===== config.mk =====
export PLATFORM = sky130hd
export DESIGN_NAME = palette_bank_switch
export DESIGN_NICKNAME = d
export VERILOG_FILES = /design/src/rtl/pbs_pkg.sv /design/src/rtl/pbs_update_detect.sv /design/src/rtl/pbs_flag_bank.sv /design/src/rtl/pbs_bus_port.sv /design/src/rtl/palette_bank_switch.sv
export SDC_FILE = /design/constraint.sdc
export NUM_CORES = 1
export LEC_CHECK = 0
export BUFFER_PORTS_ARGS = -buffer_cell sky130_fd_sc_hd__buf_2
export CAP_MARGIN = 20
export CORE_MARGIN = 4
export CORE_UTILIZATION = 29
export CTS_BUF_LIST = sky130_fd_sc_hd__clkbuf_8
export CTS_CLUSTER_SIZE = 20
export DETAILED_ROUTE_END_ITERATION = 10
export MAX_ROUTING_LAYER = met4
export PLACE_DENSITY_LB_ADDON = 0.2
export SETUP_SLACK_MARGIN = 0.05
export SLEW_MARGIN = 20
export SYNTH_ARGS = -nofsm -noshare
export SYNTH_HDL_FRONTEND = slang
export SYNTH_SLANG_ARGS = --single-unit
export TNS_END_PERCENT = 10

===== constraint.sdc =====
create_clock -name clk -period 1 [get_ports clk]
set_input_delay 0.15 -clock clk [delete_from_list [all_inputs] [get_ports clk]]
set_output_delay 0.15 -clock clk [all_outputs]
set_load 0.05 [all_outputs]

===== src/rtl/pbs_pkg.sv =====
package pbs_pkg;
    localparam int unsigned DATA_W = 32;
endpackage


===== src/rtl/pbs_update_detect.sv =====
module pbs_update_detect (
    input  logic clk,
    input  logic rst_n,
    input  logic disp_rst,
    input  logic upd_pulse,
    output logic evt
);
    typedef struct packed {
        logic prev;
    } det_state_t;

    det_state_t st_d, st_q;

    always_comb begin
        st_d      = st_q;
        st_d.prev = disp_rst;
        evt       = (st_q.prev & ~disp_rst) | upd_pulse;
    end

    always_ff @(posedge clk or negedge rst_n) begin
        if (!rst_n) st_q <= '0;
        else        st_q <= st_d;
    end

    AST_FALL_IS_EVENT: assert property (@(posedge clk) disable iff (!rst_n)
        ($past(rst_n) && $past(disp_rst) && !disp_rst) |-> evt);
    AST_PULSE_IS_EVENT: assert property (@(posedge clk) disable iff (!rst_n)
        upd_pulse |-> evt);
endmodule


===== src/rtl/pbs_flag_bank.sv =====
module pbs_flag_bank #(
    parameter int unsigned NUM_PAL = 4
) (
    input  logic               clk,
    input  logic               rst_n,
    input  logic [NUM_PAL-1:0] set_req,
    input  logic               evt,
    output logic [NUM_PAL-1:0] flags,
    output logic [NUM_PAL-1:0] bank_sel
);
    typedef struct packed {
        logic [NUM_PAL-1:0] flag;
        logic [NUM_PAL-1:0] bank;
    } fb_state_t;

    fb_state_t st_d, st_q;

    always_comb begin
        st_d = st_q;
        for (int i = 0; i < NUM_PAL; i++) begin
            if (evt) begin
                st_d.bank[i] = st_q.bank[i] ^ st_q.flag[i];
                st_d.flag[i] = 1'b0;
            end else begin
                st_d.flag[i] = st_q.flag[i] | set_req[i];
            end
        end
    end

    always_ff @(posedge clk or negedge rst_n) begin
        if (!rst_n) st_q <= '0;
        else        st_q <= st_d;
    end

    assign flags    = st_q.flag;
    assign bank_sel = st_q.bank;

    AST_CLEAR_AFTER_EVT: assert property (@(posedge clk) disable iff (!rst_n)
        evt |=> (flags == '0));
    AST_BANK_HOLD: assert property (@(posedge clk) disable iff (!rst_n)
        !evt |=> $stable(bank_sel));
    AST_FLAG_NO_SW_CLEAR: assert property (@(posedge clk) disable iff (!rst_n)
        !evt |=> ((flags & $past(flags)) == $past(flags)));
    AST_SAME_CYCLE_SET: assert property (@(posedge clk) disable iff (!rst_n)
        (evt && (set_req & ~flags) != '0) |=>
        (((bank_sel ^ $past(bank_sel)) & $past(set_req & ~flags)) == '0));
endmodule


===== src/rtl/pbs_bus_port.sv =====
module pbs_bus_port
    import pbs_pkg::*;
#(
    parameter int unsigned ADDR_W   = 8,
    parameter logic [ADDR_W-1:0] REG_ADDR = '0,
    parameter int unsigned NUM_PAL  = 4,
    parameter int unsigned FLAG_LSB = 16
) (
    input  logic               clk,
    input  logic               rst_n,
    input  logic [ADDR_W-1:0]  bus_addr,
    input  logic               bus_wen,
    input  logic [DATA_W-1:0]  bus_wdata,
    input  logic               bus_ren,
    output logic [DATA_W-1:0]  bus_rdata,
    input  logic [NUM_PAL-1:0] flags,
    output logic [NUM_PAL-1:0] set_req
);
    localparam logic [DATA_W-1:0] FLAG_MASK = {{(DATA_W-NUM_PAL){1'b0}}, {NUM_PAL{1'b1}}} << FLAG_LSB;

    typedef struct packed {
        logic [DATA_W-1:0] rdata;
    } bp_state_t;

    bp_state_t st_d, st_q;
    logic      hit;

    always_comb begin
        hit     = (bus_addr == REG_ADDR);
        set_req = (hit && bus_wen) ? bus_wdata[FLAG_LSB +: NUM_PAL] : '0;
        st_d    = st_q;
        st_d.rdata = '0;
        if (hit && bus_ren) begin
            st_d.rdata[FLAG_LSB +: NUM_PAL] = flags;
        end
    end

    always_ff @(posedge clk or negedge rst_n) begin
        if (!rst_n) st_q <= '0;
        else        st_q <= st_d;
    end

    assign bus_rdata = st_q.rdata;

    AST_RSVD_ZERO: assert property (@(posedge clk) disable iff (!rst_n)
        (bus_rdata & ~FLAG_MASK) == '0);
    AST_IDLE_ZERO: assert property (@(posedge clk) disable iff (!rst_n)
        !(bus_ren && hit) |=> (bus_rdata == '0));
    AST_MISS_NO_SET: assert property (@(posedge clk) disable iff (!rst_n)
        !hit |-> (set_req == '0));
endmodule


===== src/rtl/palette_bank_switch.sv =====
module palette_bank_switch
    import pbs_pkg::*;
#(
    parameter int unsigned ADDR_W   = 8,
    parameter logic [ADDR_W-1:0] REG_ADDR = '0,
    parameter int unsigned NUM_PAL  = 4,
    parameter int unsigned FLAG_LSB = 16
) (
    input  logic               clk,
    input  logic               rst_n,
    input  logic [ADDR_W-1:0]  bus_addr,
    input  logic               bus_wen,
    input  logic [DATA_W-1:0]  bus_wdata,
    input  logic               bus_ren,
    output logic [DATA_W-1:0]  bus_rdata,
    input  logic               disp_rst,
    input  logic               upd_pulse,
    output logic [NUM_PAL-1:0] bank_sel
);
    logic               evt;
    logic [NUM_PAL-1:0] flags;
    logic [NUM_PAL-1:0] set_req;

    pbs_update_detect u_det (
        .clk       (clk),
        .rst_n     (rst_n),
        .disp_rst  (disp_rst),
        .upd_pulse (upd_pulse),
        .evt       (evt)
    );

    pbs_bus_port #(
        .ADDR_W   (ADDR_W),
        .REG_ADDR (REG_ADDR),
        .NUM_PAL  (NUM_PAL),
        .FLAG_LSB (FLAG_LSB)
    ) u_bus (
        .clk       (clk),
        .rst_n     (rst_n),
        .bus_addr  (bus_addr),
        .bus_wen   (bus_wen),
        .bus_wdata (bus_wdata),
        .bus_ren   (bus_ren),
        .bus_rdata (bus_rdata),
        .flags     (flags),
        .set_req   (set_req)
    );

    pbs_flag_bank #(
        .NUM_PAL (NUM_PAL)
    ) u_fb (
        .clk      (clk),
        .rst_n    (rst_n),
        .set_req  (set_req),
        .evt      (evt),
        .flags    (flags),
        .bank_sel (bank_sel)
    );
endmodule


Yosys cells after proc, flatten, opt, wreduce, memory -nomap -nowiden. Cells that the tools add are included.

Equal/unequal tests: 0. Multiply operators: 0. Reductions and logical operators: 3. Add/subtract/negate cells: 0. Bitwise operators: 11. Magnitude comparators: 0. Multiplexer cells: 6. Shift operators: 0. Divide/modulo/power cells: 0.

Operators with widths (number): zero test 8 bit (1); two-way mux 4 bit (2); OR 1 bit (5); two-way mux 1 bit (4); XOR 1 bit (4); logical AND 1 bit (2); AND 1 bit (1); inverter 1 bit (1).

Output and inout port bits: 36. RAM bits: 0. Bits in read-only memories: 0. Memories: 0. Latch bits: 0. Register bits: 13.

Longest topological paths before layout. Gate-level depths: netlist of the first run.

Depth after elaboration: 5. Depth in mapped cells: 3. Mapped depth without buffers: 3.

Modules after synthesis. From an unflattened synthesis of the first run, not the netlist that was laid out.

Cell total of the unflattened synthesis: 81. Area, all modules: 835.8 um^2.

Modules (own cells, without submodules): pbs_bus_port (cells an instance 53, times used 1, area each 467.9 um^2); pbs_flag_bank (cells an instance 25, times used 1, area each 331.6 um^2); pbs_update_detect (cells an instance 3, times used 1, area each 36.3 um^2).

Worst setup path after synthesis of the first run. OpenSTA, ideal clock, no wires.

Path type: input to register. Start: input port bus_addr[3]. End: register u_fb.st_q, in the netlist u_fb.flags[0]. Setup time: 0.065 ns. Data arrival time: 1.003 ns. Setup slack: -0.067 ns. Stages: 3. Path through: or4_4 -> nor3_1 -> o21a_1.

RTL lines: from (decl) (RTL line palette_bank_switch.sv:11) `input logic [ADDR_W-1:0] bus_addr,`; to (signal assigned) (RTL line pbs_flag_bank.sv:32) `else st_q <= st_d;`; to (decl) (RTL line pbs_flag_bank.sv:16) `fb_state_t st_d, st_q;`.

Worst setup path after layout of the first run.
Start: register u_fb.st_q, in the netlist u_fb.bank_sel[2]. End: output port bank_sel[2].

RTL lines: to (decl) (RTL line palette_bank_switch.sv:18) `output logic [NUM_PAL-1:0] bank_sel`.

No word-level cell between the ends.

==> metrics, run 1 <==
commonest non-fill, non-tap cells in the layout=conb_1 (28), buf_2 (16), dfrtp_1 (13); Die H=57.94 um; LEAKAGE=0.4973 nW; dpl ws=-0.2156 ns; placed cell count=124; Routed WL=1.300 mm; cells taking the most area after synthesis=dfrtp_1 (45%), buf_4 (29%), xnor2_1 (4.8%); total power=1.327 mW; type of the worst setup path=reg -> out; H-tree depth=1; CP endpoint kind=output pin; commonest non-fill, non-tap cell in the layout=conb_1; via/cell ratio=3.969; DRT iter0 DRCs=7; all-layer global routing usage=0.07696; CTS clock-pin slew for the worst setup and hold paths=0.05 ns; critical path, cell by cell=buf_6; Worst path slowest cell=dfrtp_1; Final ANT Viol Nets=0; Netlist cell types=13; Top delay family on crit path=flip-flops; I/O pins=82; Hold Crit Endpoint=u_det.st_q; hold_sp=disp_rst; VDD IR max=0.5629 mV; CTS max path bufs=2; vias in the first global route=434; Max stage delay on crit path=0.41 ns; Final nets=147; R2R depth=3; Syn Inst Count=71; share of post-route cells with drive strength above 1=0.4100; worst skew pair latency=0.24 ns; drt pass-1 iters=3; DP HPWL=1.070 mm; Tcrit/Tclk final=0.9658; pin count of the biggest net entering global routing=14; vias=508; IO buf count=25; Final Non-Filler Cells=128; fin crit period=0.9658 ns; CTS tree=done; average cell area after synthesis=10.19 um^2; GRT overflow=0; Die Wd=57.94 um; worst clock skew=0.002053 ns; synthesis-stage register bit count=13; Final Wtd Congestion=0.6143; worst hold-check path type=in -> reg; Initial Util=0.3148; Hold Fails Final Rpt=0; Buf+Inv Stages, Crit Path=1; final setup fails=0; RSZ-0062 raised after global routing=true; Required @ worst endpoint=0.85 ns; Synth top area share=0.4498; initial antenna violation count=0; P per Cell Area=1405 nW/um^2; CORE AREA=2297 um^2; status=finished, final reports clean; P&R area growth vs syn=30.62%; Inserted Clock Buffers=3; synthesized area=723.2 um^2; WHS Path Cells=1; CP Launch Type=flip-flop; die area=3356 um^2; Core Rows=17; R2R setup slack=0.07 ns; worst r2r src=u_det.st_q; Crit Path Max Fanout=2; first-pass GRT wire length=1.890 mm; wire per inst=10.16 um; final worst slack=0.03422 ns; post-synthesis sequential area ratio=0.4498; ANT cells=0; Final Max Slew Viols=0; Synth Warn #=0; root buffer cell=clkbuf_8; Fmax=1035 MHz; area leader, netlist=dfrtp_1; CTS Sinks=13; reg2reg end=u_fb.bank_sel[2]; Critical Path AT=0.82 ns; MaxCap Viol Count=0; drt drc=0
routing by layer:
metal | vias to the layer above | GRT usage | share of wire
met5 | - | - | 0
met4 | 0 | 0.02980 | 0.0077
met2 | 40 | 0.1032 | 0.42
met1 | 230 | 0.09946 | 0.40
li1 | 236 | - | -
met3 | 2 | 0.03563 | 0.17
flip-flops by register name, indices dropped and copies added (netlist names):
| name | cells |
|---|---|
| u_bus.bus_rdata | 4 |
| u_fb.bank_sel | 4 |
| u_fb.flags | 4 |
| u_det.st_q | 1 |
final cells by class:
class	count	area [um^2]
clock buffer	3	41.29
clock inverter	1	3.754
fill	224	1353
multi-input combinational	57	355.3
sequential	13	325.3
tap	28	35.03
timing repair buffer	26	183.9
per-stage QoR:
| step | setup TNS, ns | area [um^2] | utilization | hold WS [ns] |
|---|---|---|---|---|
| global route | -0.005558 | 944.7 | 0.4112 | 0.05332 |
| CTS | 0 | 883.3 | 0.3845 | 0.02632 |
| floorplan | -0.4781 | 849.6 | - | -0.1456 |
| detailed placement | -1.679 | 807.0 | 0.3513 | 0.04947 |
| global placement | -1.603 | 807.0 | 0.3513 | 0.05044 |
| finish | 0 | 944.7 | 0.4112 | 0.06298 |
logic make-up after synthesis:
logic type / Yosys count / synth area share
buf+inv: 28 / 0.2907
flops: 13 / 0.4498
other cells: 1 / 0.005185
simple gates: 17 / 0.1367
xor+xnor: 4 / 0.04844
compound gates: 8 / 0.06921
synth_stat cells:
library cell,n
o21a_1,4
and3_1,4
xnor2_1,4
nor2_2,1
o21ai_0,4
or4_4,2
nor2b_1,1
dfrtp_1,13
conb_1,1
nor3_1,4
nand2_1,4
nor2_1,1
buf_4,28
repair_timing:
action	CTS	global route
endpoints found under the hold margin	13	0
resized for setup	11	21
buffers inserted	0	0
pin swaps	0	7
setup endpoints to repair	17	20
hold buffers	1	0
how the worst max path moves through the flow:
stage	startpoint	to	slack (ns)	cells after the start
after global routing	u_fb.bank_sel[2]	bank_sel[2]	-0.004	1
after detailed placement	bus_addr[4]	u_fb.flags[1]	-0.22	4
final	u_fb.bank_sel[2]	bank_sel[2]	0.03	1
after global placement	bus_addr[4]	u_fb.flags[3]	-0.21	4
after floorplan	bus_addr[4]	u_fb.flags[0]	-0.06	3
after CTS	u_det.st_q	u_fb.bank_sel[1]	0.01	4
report_power, final:
group	switching [mW]	internal (mW)	total [mW]
clock network	0.177	0.270	0.447
registers	0.00457	0.533	0.537
logic	0.293	0.0502	0.343
total	0.474	0.853	1.33
(Power assumes the default switching activity.)
==> run 2: changes to the inputs <==
- PLACE_DENSITY: not set -> 0.71
- PLACE_DENSITY_LB_ADDON: 0.2 -> not set
==> run 2 against run 1 <==
Against the previous run: clock skew fell by 0.00062 ns; largest power group unchanged; final cell count did not move; first-iteration DRC count rose by 14%; die area did not move; count of clock-buffer cells in the layout did not move; wire length fell by 8.0%; sequential cell count did not move.
==> metrics, run 2 (synthesized netlist as in run 1, its figures left out) <==
WHS Path Cells=1; P per Cell Area=1438 nW/um^2; final worst slack=0.03073 ns; share of post-route cells with drive strength above 1=0.3600; die area=3356 um^2; Required @ worst endpoint=1.18 ns; drt drc=0; CP Launch Type=input pin; P&R area growth vs syn=26.12%; CTS Sinks=13; Final Max Slew Viols=0; worst hold-check path type=in -> reg; dpl ws=-0.2201 ns; Final ANT Viol Nets=0; worst clock skew=0.001431 ns; R2R depth=3; via/cell ratio=3.969; Max stage delay on crit path=0.59 ns; R2R setup slack=0.06 ns; RSZ-0062 raised after global routing=true; vias in the first global route=459; Inserted Clock Buffers=3; Final nets=147; I/O pins=82; GRT overflow=0; drt pass-1 iters=4; Initial Util=0.3148; WHS=0.03959 ns; post-CTS setup buffer count=0; fin crit period=0.9693 ns; root buffer cell=clkbuf_8; worst skew pair latency=0.24 ns; Worst path slowest cell=or4_4; Tcrit/Tclk final=0.9693; Die Wd=57.94 um; DRT iter0 DRCs=8; Core Rows=17; commonest non-fill, non-tap cells in the layout=conb_1 (28), buf_2 (16), dfrtp_1 (13); commonest non-fill, non-tap cell in the layout=conb_1; CP endpoint kind=flip-flop; critical path, cell by cell=buf_2, or4_4, nor3_2, o21a_1; status=finished, final reports clean; initial antenna violation count=0; CTS clock-pin slew for the worst setup and hold paths=0.05 ns; CTS max path bufs=2; Hold Fails Final Rpt=0; pin count of the biggest net entering global routing=14; H-tree depth=1; final setup fails=0; type of the worst setup path=in -> reg; MaxCap Viol Count=0; first-pass GRT wire length=1.883 mm; LEAKAGE=0.4939 nW; Fmax=1032 MHz; CTS tree=done; Critical Path AT=1.15 ns; IO buf count=25; Die H=57.94 um; CORE AREA=2297 um^2; all-layer global routing usage=0.07455; Routed WL=1.196 mm; wire per inst=9.344 um; Fillers=235; Crit Path Max Fanout=5; vias=508; Final Wtd Congestion=0.6559; ANT cells=0; VDD IR max=0.4399 mV
==> run 2: cell type report <==
| class | count | area, um^2 | share of cell area |
|---|---|---|---|
| timing repair buffer | 26 | 183.9 | 0.2016 |
| clock buffer | 3 | 41.29 | 0.04527 |
| multi-input combinational | 57 | 322.8 | 0.3539 |
| clock inverter | 1 | 3.754 | 0.004115 |
| tap | 28 | 35.03 | 0.03841 |
| sequential | 13 | 325.3 | 0.3567 |
==> run 2: path summary, 6_finish.rpt <==
kind                                          to        startpoint
worst max register to register     u_fb.flags[1]        u_det.st_q
min in group asynchronous       u_fb.bank_sel[1]             rst_n
worst min-delay path                  u_det.st_q          disp_rst
worst min register to register  u_fb.bank_sel[0]  u_fb.bank_sel[0]
max in group asynchronous          u_fb.flags[2]             rst_n
worst max-delay path               u_fb.flags[0]       bus_addr[1]
==> run 2: critical path, delay by kind of cell <==
family / cells / cell delay [ns]
AND/OR/NAND/NOR: 2 / 0.78
AO/OA/AOI/OAI: 1 / 0.12
buffers and inverters: 1 / 0.10
==> run 2: metal layers <==
layer | global-route usage | part of all wire
met3 | 0.02227 | 0.18
met5 | - | 0
met4 | 0.04967 | 0.016
met1 | 0.09252 | 0.40
met2 | 0.1032 | 0.40
==> run 2: per-stage QoR <==
stage	power (mW)	instance area, um^2	TNS [ns]	cells	util
2_1_floorplan	0.8945	849.6	-0.4781	98	-
3_3_place_gp	0.8599	799.5	-1.525	123	0.3480
3_5_place_dp	0.8615	799.5	-1.656	123	0.3480
4_1_cts	1.316	882.1	0	128	0.3840
5_1_grt	1.358	912.1	-0.02333	128	0.3971
6_report	1.312	912.1	0	128	0.3971
==> run 2: where the power goes <==
part / total, mW / internal (mW) / switching, mW
Clock: 0.444 / 0.270 / 0.174
Combinational: 0.331 / 0.0464 / 0.285
Sequential: 0.537 / 0.533 / 0.00387
Total: 1.31 / 0.850 / 0.462
==> run 2: what timing repair did <==
action                     4_1_cts  5_1_grt
setup endpoints to repair       14       20
gates resized for setup          9       12
hold endpoints to repair        13        0
hold buffers                     1        0
pin swaps                        0        5
==> run 3: changes to the inputs <==
- REMOVE_ABC_BUFFERS: not set -> 1
==> run 3 against run 2 <==
Against the previous run: first-iteration DRC count grew 38%; die area unchanged; via count fell by 0.39%; wire length increased by 14%.
==> metrics, run 3 (synthesized netlist as in run 1, its figures left out) <==
Final Max Slew Viols=0; RSZ-0062 raised after global routing=true; Internal=0.8487 mW; Inserted Clock Buffers=3; clock group share of total power=0.338; status=finished, final reports clean; CP Launch Type=input pin; Crit Path Max Fanout=5; root buffer cell=clkbuf_8; IO buf count=25; final instance area=895.9 um^2; Hold Fails Final Rpt=0; Die Wd=57.94 um; worst clock skew=0.0006986 ns; Required @ worst endpoint=1.18 ns; final setup fails=0; Logic pwr share=0.252; vias in the first global route=512; Fmax=1008 MHz; first-pass GRT wire length=2.070 mm; Initial Util=0.3148; type of the worst setup path=in -> reg; pin count of the biggest net entering global routing=14; GRT overflow=0; Buf+Inv Stages, Crit Path=1; post-CTS setup buffer count=0; CTS tree=done; ANT cells=0; Final ANT Viol Nets=0; CTS Sinks=13; CTS max path bufs=2; Max stage delay on crit path=0.58 ns; commonest non-fill, non-tap cells in the layout=conb_1 (28), buf_2 (16), dfrtp_1 (13); commonest non-fill, non-tap cell in the layout=conb_1; drt drc=0; VDD IR max=0.6185 mV; Critical Path AT=1.17 ns; switching share of power=0.3522; via/cell ratio=3.953; Routed WL=1.358 mm; Final nets=147; critical path, cell by cell=buf_6, or4_4, nor2_2, and3_1; share of post-route cells with drive strength above 1=0.3700; sequential power share=0.410; CP endpoint kind=flip-flop; Worst path slowest cell=or4_4; die area=3356 um^2; MaxCap Viol Count=0; I/O pins=82; DP HPWL=1.193 mm; CORE AREA=2297 um^2; H-tree depth=1; area post-placement=774.5 um^2; worst hold-check path type=in -> reg; CTS clock-pin slew for the worst setup and hold paths=0.05 ns; P&R area growth vs syn=23.88%; Tcrit/Tclk final=0.9919; vias=506; Top delay family on crit path=simple AND/OR/NAND/NOR gates; Final Wtd Congestion=0.6784; Core Rows=17; worst skew pair latency=0.24 ns; Die H=57.94 um; final worst slack=0.008127 ns; sw power=0.4615 mW; P per Cell Area=1462 nW/um^2; initial antenna violation count=0; wire per inst=10.61 um; DRT iter0 DRCs=11; fin crit period=0.9919 ns; drt pass-1 iters=2; all-layer global routing usage=0.08397; LEAKAGE=0.4810 nW; dpl ws=-0.2856 ns
## run 3: changes by cell type in the layout (fill, tap and decap cells not counted)
cell | before | now
buf_4 | 2 | 4
buf_6 | 7 | 5
nor2_1 | 1 | 0
nor2_2 | 0 | 2
nor2_4 | 1 | 0
nor3_2 | 3 | 4
nor3_4 | 1 | 0
o21ai_0 | 3 | 4
o21ai_1 | 1 | 0
## run 3: routing by layer
metal | track usage | wire (um) | up-vias
met5 | - | 0 | -
met4 | 0.03974 | 14 | 0
met3 | 0.03786 | 212 | 2
met2 | 0.1387 | 682 | 36
met1 | 0.08412 | 449 | 233
li1 | - | - | 235
## run 3: metrics by stage
stage	utilization	power, mW	std cells	hold slack [ns]	setup TNS (ns)
after detailed placement	0.3371	0.8599	123	0.04967	-1.895
after global routing	0.3900	1.364	128	0.03947	-0.08100
after global placement	0.3371	0.8570	123	0.04055	-1.639
after CTS	0.3720	1.322	128	0.02670	0
final	0.3900	1.310	128	0.04264	0
after floorplan	-	0.8044	70	-0.1456	-0.4906
## run 3: power groups by stage
stage	clock network, mW	logic, mW	registers [mW]
after floorplan	0	0.245	0.559
after global placement	0	0.312	0.545
after detailed placement	0	0.315	0.545
after CTS	0.463	0.323	0.536
after global routing	0.481	0.347	0.537
final	0.443	0.330	0.537
## run 3: layout make-up
class | count | area [um^2]
clock buffer | 3 | 41.29
clock inverter | 1 | 3.754
fill | 243 | 1401
multi-input combinational | 57 | 314.1
sequential | 13 | 325.3
tap | 28 | 35.03
timing repair buffer | 26 | 176.4
## run 3: worst paths after layout
| check | from | endpoint | slack [ns] | cells after the start |
|---|---|---|---|---|
| worst max register to register | u_det.st_q | u_fb.bank_sel[2] | 0.06 | 3 |
| min in group asynchronous | rst_n | u_fb.bank_sel[0] | 0.33 | 2 |
| max in group asynchronous | rst_n | u_fb.flags[2] | 0.46 | 2 |
| worst max-delay path | bus_addr[3] | u_bus.bus_rdata[17] | 0.008 | 4 |
| worst min-delay path | disp_rst | u_det.st_q | 0.04 | 1 |
| worst min register to register | u_fb.bank_sel[3] | u_fb.bank_sel[3] | 0.47 | 1 |
## run 3: repair_timing
| item | in CTS | in global routing |
|---|---|---|
| hold endpoints to repair | 13 | 0 |
| pin swaps | 0 | 1 |
| hold buffers | 1 | 0 |
| gates resized for setup | 7 | 16 |
| endpoints found under the setup margin | 18 | 20 |
